$ cat config.mk
export PLATFORM = sky130hd
export DESIGN_NAME = pair_dispatcher
export DESIGN_NICKNAME = d
export VERILOG_FILES = /design/src/rtl/dispatch_pkg.sv /design/src/rtl/iq_fifo.sv /design/src/rtl/pair_decider.sv /design/src/rtl/issue_router.sv /design/src/rtl/pair_dispatcher.sv
export SDC_FILE = /design/constraint.sdc
export NUM_CORES = 1
export LEC_CHECK = 0
export ABC_AREA = 1
export BUFFER_PORTS_ARGS = -buffer_cell sky130_fd_sc_hd__buf_4
export CORE_MARGIN = 5
export CORE_UTILIZATION = 35
export DETAILED_ROUTE_END_ITERATION = 8
export GPL_ROUTABILITY_DRIVEN = 0
export GPL_TIMING_DRIVEN = 0
export PLACE_DENSITY = 0.55
export SYNTH_ARGS = -nofsm -noshare
export SYNTH_HDL_FRONTEND = slang
export SYNTH_SLANG_ARGS = --single-unit
export TNS_END_PERCENT = 10
$ cat constraint.sdc
create_clock -name clk -period 3.27 [get_ports clk]
set_input_delay 0.327 -clock clk [delete_from_list [all_inputs] [get_ports clk]]
set_output_delay 0.327 -clock clk [all_outputs]
set_load 0.1 [all_outputs]
$ cat src/rtl/dispatch_pkg.sv
package dispatch_pkg;
  localparam int CAT_W  = 3;
  localparam int NPIPE  = 4;
  localparam int SEL_W  = 2;

  localparam logic [CAT_W-1:0] CAT_MOV = 3'd0;
  localparam logic [CAT_W-1:0] CAT_ALU = 3'd1;
  localparam logic [CAT_W-1:0] CAT_MEM = 3'd2;
  localparam logic [CAT_W-1:0] CAT_BRN = 3'd3;
  localparam logic [CAT_W-1:0] CAT_FPU = 3'd4;

  localparam logic [SEL_W-1:0] PIPE_INT = 2'd0;
  localparam logic [SEL_W-1:0] PIPE_LS  = 2'd1;
  localparam logic [SEL_W-1:0] PIPE_BR  = 2'd2;
  localparam logic [SEL_W-1:0] PIPE_FP  = 2'd3;

  // serializing: every code above floating-point
  function automatic logic is_solo(input logic [CAT_W-1:0] c);
    return c > CAT_FPU;
  endfunction

  // pipe for categories with a single home; moves resolved elsewhere
  function automatic logic [SEL_W-1:0] home_pipe(input logic [CAT_W-1:0] c);
    case (c)
      CAT_MEM: return PIPE_LS;
      CAT_BRN: return PIPE_BR;
      CAT_FPU: return PIPE_FP;
      default: return PIPE_INT;
    endcase
  endfunction
endpackage

$ cat src/rtl/iq_fifo.sv
module iq_fifo
  import dispatch_pkg::*;
#(
  parameter int DEPTH = 4,
  parameter int PW    = 16
) (
  input  logic             clk,
  input  logic             rst_n,
  input  logic             flush,
  input  logic             push_valid,
  input  logic [CAT_W-1:0] push_cat,
  input  logic [PW-1:0]    push_pay,
  output logic             push_ready,
  input  logic [1:0]       pop_cnt,
  output logic             h0_vld,
  output logic             h1_vld,
  output logic [CAT_W-1:0] h0_cat,
  output logic [CAT_W-1:0] h1_cat,
  output logic [PW-1:0]    h0_pay,
  output logic [PW-1:0]    h1_pay
);
  localparam int PTR_W = (DEPTH > 1) ? $clog2(DEPTH) : 1;
  localparam int CNT_W = $clog2(DEPTH + 1);
  localparam logic [PTR_W:0]   DEPTH_P = (PTR_W+1)'(DEPTH);
  localparam logic [CNT_W-1:0] FULL_C  = CNT_W'(DEPTH);

  logic [CAT_W-1:0] cat_q [DEPTH];
  logic [PW-1:0]    pay_q [DEPTH];
  logic [PTR_W-1:0] rd_q, rd_n, wr_q, wr_n, rd_nxt1;
  logic [CNT_W-1:0] cnt_q, cnt_n;
  logic             push_ok;

  function automatic logic [PTR_W-1:0] wrap_add(input logic [PTR_W-1:0] p,
                                                input logic [1:0] inc);
    logic [PTR_W:0] s;
    s = {1'b0, p} + (PTR_W+1)'(inc);
    if (s >= DEPTH_P) s = s - DEPTH_P;
    return s[PTR_W-1:0];
  endfunction

  assign push_ready = (cnt_q != FULL_C);
  assign push_ok    = push_valid && push_ready && !flush;
  assign rd_nxt1    = wrap_add(rd_q, 2'd1);
  assign h0_vld     = (cnt_q != '0);
  assign h1_vld     = (cnt_q > CNT_W'(1));
  assign h0_cat     = cat_q[rd_q];
  assign h0_pay     = pay_q[rd_q];
  assign h1_cat     = cat_q[rd_nxt1];
  assign h1_pay     = pay_q[rd_nxt1];

  always_comb begin
    if (flush) begin
      rd_n  = '0;
      wr_n  = '0;
      cnt_n = '0;
    end else begin
      rd_n  = wrap_add(rd_q, pop_cnt);
      wr_n  = wrap_add(wr_q, {1'b0, push_ok});
      cnt_n = cnt_q - CNT_W'(pop_cnt) + CNT_W'(push_ok);
    end
  end

  always_ff @(posedge clk or negedge rst_n) begin
    if (!rst_n) begin
      rd_q  <= '0;
      wr_q  <= '0;
      cnt_q <= '0;
    end else begin
      rd_q  <= rd_n;
      wr_q  <= wr_n;
      cnt_q <= cnt_n;
    end
  end

  for (genvar i = 0; i < DEPTH; i++) begin : g_slot
    logic wen;
    assign wen = push_ok && (wr_q == PTR_W'(i));
    always_ff @(posedge clk or negedge rst_n) begin
      if (!rst_n) begin
        cat_q[i] <= '0;
        pay_q[i] <= '0;
      end else if (wen) begin
        cat_q[i] <= push_cat;
        pay_q[i] <= push_pay;
      end
    end
  end

  a_r2_no_overflow: assert property (@(posedge clk) disable iff (!rst_n)
    cnt_q <= FULL_C);
  a_r9_flush_empties: assert property (@(posedge clk) disable iff (!rst_n)
    flush |=> (cnt_q == '0));
  a_r10_pop_bound: assert property (@(posedge clk) disable iff (!rst_n)
    CNT_W'(pop_cnt) <= cnt_q);
endmodule

$ cat src/rtl/pair_decider.sv
module pair_decider
  import dispatch_pkg::*;
(
  input  logic             clk,
  input  logic             rst_n,
  input  logic             hold,
  input  logic             v0,
  input  logic             v1,
  input  logic [CAT_W-1:0] c0,
  input  logic [CAT_W-1:0] c1,
  input  logic [NPIPE-1:0] pipe_rdy,
  output logic             issue0,
  output logic             issue1,
  output logic [SEL_W-1:0] sel0,
  output logic [SEL_W-1:0] sel1,
  output logic [1:0]       issue_cnt
);
  logic [SEL_W-1:0] pref, alt;

  always_comb begin
    // a move in front of integer work leaves the integer pipe free
    if (v1 && c1 == CAT_ALU) begin
      pref = PIPE_LS;
      alt  = PIPE_INT;
    end else begin
      pref = PIPE_INT;
      alt  = PIPE_LS;
    end
    if (c0 == CAT_MOV) begin
      if (pipe_rdy[pref])     sel0 = pref;
      else if (pipe_rdy[alt]) sel0 = alt;
      else                    sel0 = pref;
    end else begin
      sel0 = home_pipe(c0);
    end
    issue0 = v0 && !hold && pipe_rdy[sel0];

    if (c1 == CAT_MOV) sel1 = (sel0 == PIPE_INT) ? PIPE_LS : PIPE_INT;
    else               sel1 = home_pipe(c1);
    issue1 = issue0 && v1 && !is_solo(c0) && !is_solo(c1) &&
             (sel1 != sel0) && pipe_rdy[sel1];

    issue_cnt = {1'b0, issue0} + {1'b0, issue1};
  end

  a_r7_solo_alone: assert property (@(posedge clk) disable iff (!rst_n)
    ((v0 && is_solo(c0)) || (v1 && is_solo(c1))) |-> (issue_cnt <= 2'd1));
endmodule

$ cat src/rtl/issue_router.sv
module issue_router
  import dispatch_pkg::*;
#(
  parameter int PW = 16
) (
  input  logic                       issue0,
  input  logic                       issue1,
  input  logic [SEL_W-1:0]           sel0,
  input  logic [SEL_W-1:0]           sel1,
  input  logic [PW-1:0]              pay0,
  input  logic [PW-1:0]              pay1,
  output logic [NPIPE-1:0]           pipe_vld,
  output logic [NPIPE-1:0][PW-1:0]   pipe_data
);
  for (genvar g = 0; g < NPIPE; g++) begin : g_pipe
    logic hit0, hit1;
    assign hit0 = issue0 && (sel0 == SEL_W'(g));
    assign hit1 = issue1 && (sel1 == SEL_W'(g));
    always_comb begin
      pipe_vld[g] = hit0 || hit1;
      if (hit0)      pipe_data[g] = pay0;
      else if (hit1) pipe_data[g] = pay1;
      else           pipe_data[g] = '0;
    end
  end
endmodule

$ cat src/rtl/pair_dispatcher.sv
module pair_dispatcher
  import dispatch_pkg::*;
#(
  parameter int DEPTH = 4,
  parameter int PW    = 16
) (
  input  logic                     clk,
  input  logic                     rst_n,
  input  logic                     flush,
  input  logic                     push_valid,
  input  logic [2:0]               push_cat,
  input  logic [PW-1:0]            push_payload,
  output logic                     push_ready,
  input  logic [3:0]               pipe_ready,
  output logic [3:0]               pipe_valid,
  output logic [3:0][PW-1:0]       pipe_payload,
  output logic [1:0]               issue_count
);
  logic             h0_vld, h1_vld;
  logic [CAT_W-1:0] h0_cat, h1_cat;
  logic [PW-1:0]    h0_pay, h1_pay;
  logic             iss0, iss1;
  logic [SEL_W-1:0] sel0, sel1;

  iq_fifo #(.DEPTH(DEPTH), .PW(PW)) u_queue (
    .clk(clk), .rst_n(rst_n), .flush(flush),
    .push_valid(push_valid), .push_cat(push_cat), .push_pay(push_payload),
    .push_ready(push_ready), .pop_cnt(issue_count),
    .h0_vld(h0_vld), .h1_vld(h1_vld), .h0_cat(h0_cat), .h1_cat(h1_cat),
    .h0_pay(h0_pay), .h1_pay(h1_pay)
  );

  pair_decider u_pair (
    .clk(clk), .rst_n(rst_n), .hold(flush),
    .v0(h0_vld), .v1(h1_vld), .c0(h0_cat), .c1(h1_cat),
    .pipe_rdy(pipe_ready), .issue0(iss0), .issue1(iss1),
    .sel0(sel0), .sel1(sel1), .issue_cnt(issue_count)
  );

  issue_router #(.PW(PW)) u_route (
    .issue0(iss0), .issue1(iss1), .sel0(sel0), .sel1(sel1),
    .pay0(h0_pay), .pay1(h1_pay),
    .pipe_vld(pipe_valid), .pipe_data(pipe_payload)
  );

  a_r4_ready_respected: assert property (@(posedge clk) disable iff (!rst_n)
    (pipe_valid & ~pipe_ready) == 4'b0);
  a_r8_count_matches: assert property (@(posedge clk) disable iff (!rst_n)
    $countones(pipe_valid) == int'(issue_count));
  a_r9_no_issue_on_flush: assert property (@(posedge clk) disable iff (!rst_n)
    flush |-> (pipe_valid == 4'b0));
endmodule

==> metrics.txt <==
CP required=2.94 ns; final hold slack=0.1705 ns; post-place instance area=6874 um^2; failing checks=setup timing; largest net degree at the start of global routing=84; Mapped Cells=868; CORE AREA=16,520 um^2; VDD IR max=0.001164 V; RSZ-0062 raised after global routing=true; Synth Area per Inst=6.769 um^2; Area contributors post-synth=dfrtp_1, nand2_1, o21ai_0, nand4_1, nor2_1; share of layout cells above drive strength 1=0.2978; Max-Slew Margin vs Limit=0.2683; Final setup viols=6; startpoint types=flop; CTS Sinks=83; dpl ws=-0.3895 ns; flop2flop setup slack=0.03 ns; clock root cell=clkbuf_16; synthesized net count=902; drt wl/cell=18.87 um; total power=0.01048 W; GRT overflow=0; CTS H-tree lvls=3; Port Buf Inserts=96; synthesized cell area=5876 um^2; fin nets=1,034; CP Data Arrival Time=2.97 ns; fmax=303.1 MHz; 1st-pass router iterations=5; most common cell after layout, fill and taps aside=nand2_1; vias in the first global route=6,009; Least-Margin Pin Slew=1.098 ns; Inserted Clock Buffers=9; top cell type's share of synthesized area=0.3535; status=finished with violations; Final Hold Fails=0; Max-Cap Viols=0; Final Slew Violations=0; PD cells=1193 nW/um^2; Ant. Diodes=0; Final period util=1.009; CP endpoint kind=output port; P&R area growth vs syn=49.49%; Crit Path Max Fanout=10; post-synthesis cell type count=35; FF+latch count, synth=83; Yosys warning total=0; top cell type by total area after synthesis=dfrtp_1; Post-DP HPWL=15.92 mm; Hold WC Path Type=in -> async; clk buf depth=2; Clock Pin Slew Worst Setup and Hold Paths=0.06 ns; Die Wd=139.6 um; Tot GR Track Use=0.2199; Final Cell Area=8783 um^2; drt drc=0; Die Y=139.6 um; Seq/Total Area, Yosys=0.3535; Final min period=3.299 ns; Site Rows=47; first-pass GRT wire length=34.37 mm; worst setup margin=-0.02933 ns; routed wire length=23.09 mm; Starting Density=0.3556; Top-Level Pins=98; Setup CP Type=reg -> out; Worst Skew=0.004071 ns; most frequent cells in the layout=nand2_1, o21ai_0, nor2_1; drt first-iter violations=590; vias post-DR=6,722; Via-to-Cell Ratio=5.492; TritonCTS clock tree=done; die area=19,480 um^2; Static Leak=4.088 nW; initial antenna violation count=0; Clk Latency, worst-skew pair=0.35 ns; Antenna Nets Post-Route=0
==> flip-flops by register name, summed over array words and instances, names as in the netlist <==
register,flops
u_queue.cat_q,12
u_queue.cnt_q,3
u_queue.pay_q,64
u_queue.rd_q,2
u_queue.wr_q,2
==> final timing paths <==
check / start / endpoint / cells past startpoint
max in group asynchronous: rst_n / u_queue.pay_q[9]$_DFFE_PN0P_ / 1
hold reg to reg: u_queue.pay_q[44]$_DFFE_PN0P_ / u_queue.pay_q[44]$_DFFE_PN0P_ / 2
hold / removal: rst_n / u_queue.wr_q[0]$_DFF_PN0_ / 1
setup reg to reg: u_queue.rd_q[0]$_DFF_PN0_ / u_queue.cnt_q[1]$_DFF_PN0_ / 21
setup / recovery: u_queue.rd_q[0]$_DFF_PN0_ / pipe_payload[11] / 11
min in group clk: push_payload[14] / u_queue.pay_q[14]$_DFFE_PN0P_ / 3
==> cell type report <==
type,instances,area (um^2)
clock buffer,11,242.7
sequential,83,2077
tap,220,275.3
inverter,56,235.2
buffer,64,435.4
multi-input combinational,665,3622
timing repair buffer,121,1797
fill,1553,7741
clock inverter,4,98.84
==> metrics by stage <==
step                      utilization  TNS [ns]  cells
after detailed placement       0.4160    -3.673   1184
after global routing           0.5315    -6.788   1224
after global placement         0.4160    -4.039   1184
after CTS                      0.4745  -0.02079   1213
final                          0.5315  -0.09081   1224
after floorplan                     -    -1.109    868
==> worst max-delay path, stage by stage, from the launching register on <==
cell and delay [ns]:
dfrtp_1 0.37, buf_6 0.16, inv_6 0.05, buf_6 0.13
buf_4 0.15, clkbuf_1 0.26, nor2_1 0.17, a21oi_1 0.05
o21ai_0 0.76, nand4_1 0.20, nand2_2 0.14, buf_12 0.18
==> where the power goes <==
part           leakage, nW  total [W]  switching [W]  internal [W]
Combinational         2.84    0.00762        0.00487       0.00275
Clock                0.166    0.00119       0.000423      0.000764
Sequential            1.08    0.00167       0.000302       0.00137
Total                 4.09     0.0105        0.00559       0.00489
==> synthesized netlist by cell type (all sizes together) <==
cell / n
a21oi: 20
and3: 1
buf: 29
clkbuf: 35
clkinv: 2
dfrtp: 83
fa: 1
ha: 6
inv: 54
nand2: 269
nand3: 54
nand4: 65
nor2: 93
nor3: 2
o211ai: 1
o21a: 18
o21ai: 109
o221ai: 1
o22ai: 18
or2: 1
xnor2: 3
xor2: 3
==> metal layers <==
metal	global-route usage	vias to the layer above	share of wire
met5	0	-	0
met4	0.06425	0	0.018
met3	0.03156	40	0.077
met2	0.3321	324	0.45
met1	0.3272	3199	0.45
li1	-	3159	-
==> cells by family after synthesis <==
kind of cell,after synthesis,synth area share
buffers and inverters,120,0.09689
AO/OA/AOI/OAI,167,0.1561
AND/OR/NAND/NOR,485,0.3684
XOR/XNOR,6,0.008945
adder cells (fa/ha/maj),7,0.01618
flip-flops,83,0.3535
==> what timing repair did <==
item / 4_1_cts / 5_1_grt
gates cloned: 1 / 3
hold buffers: 0 / 0
setup endpoints to repair: 70 / 72
buffers inserted: 13 / 8
resized for setup: 135 / 224
pin swaps: 13 / 34
No activity file was read; power rests on OpenSTA's default activity.
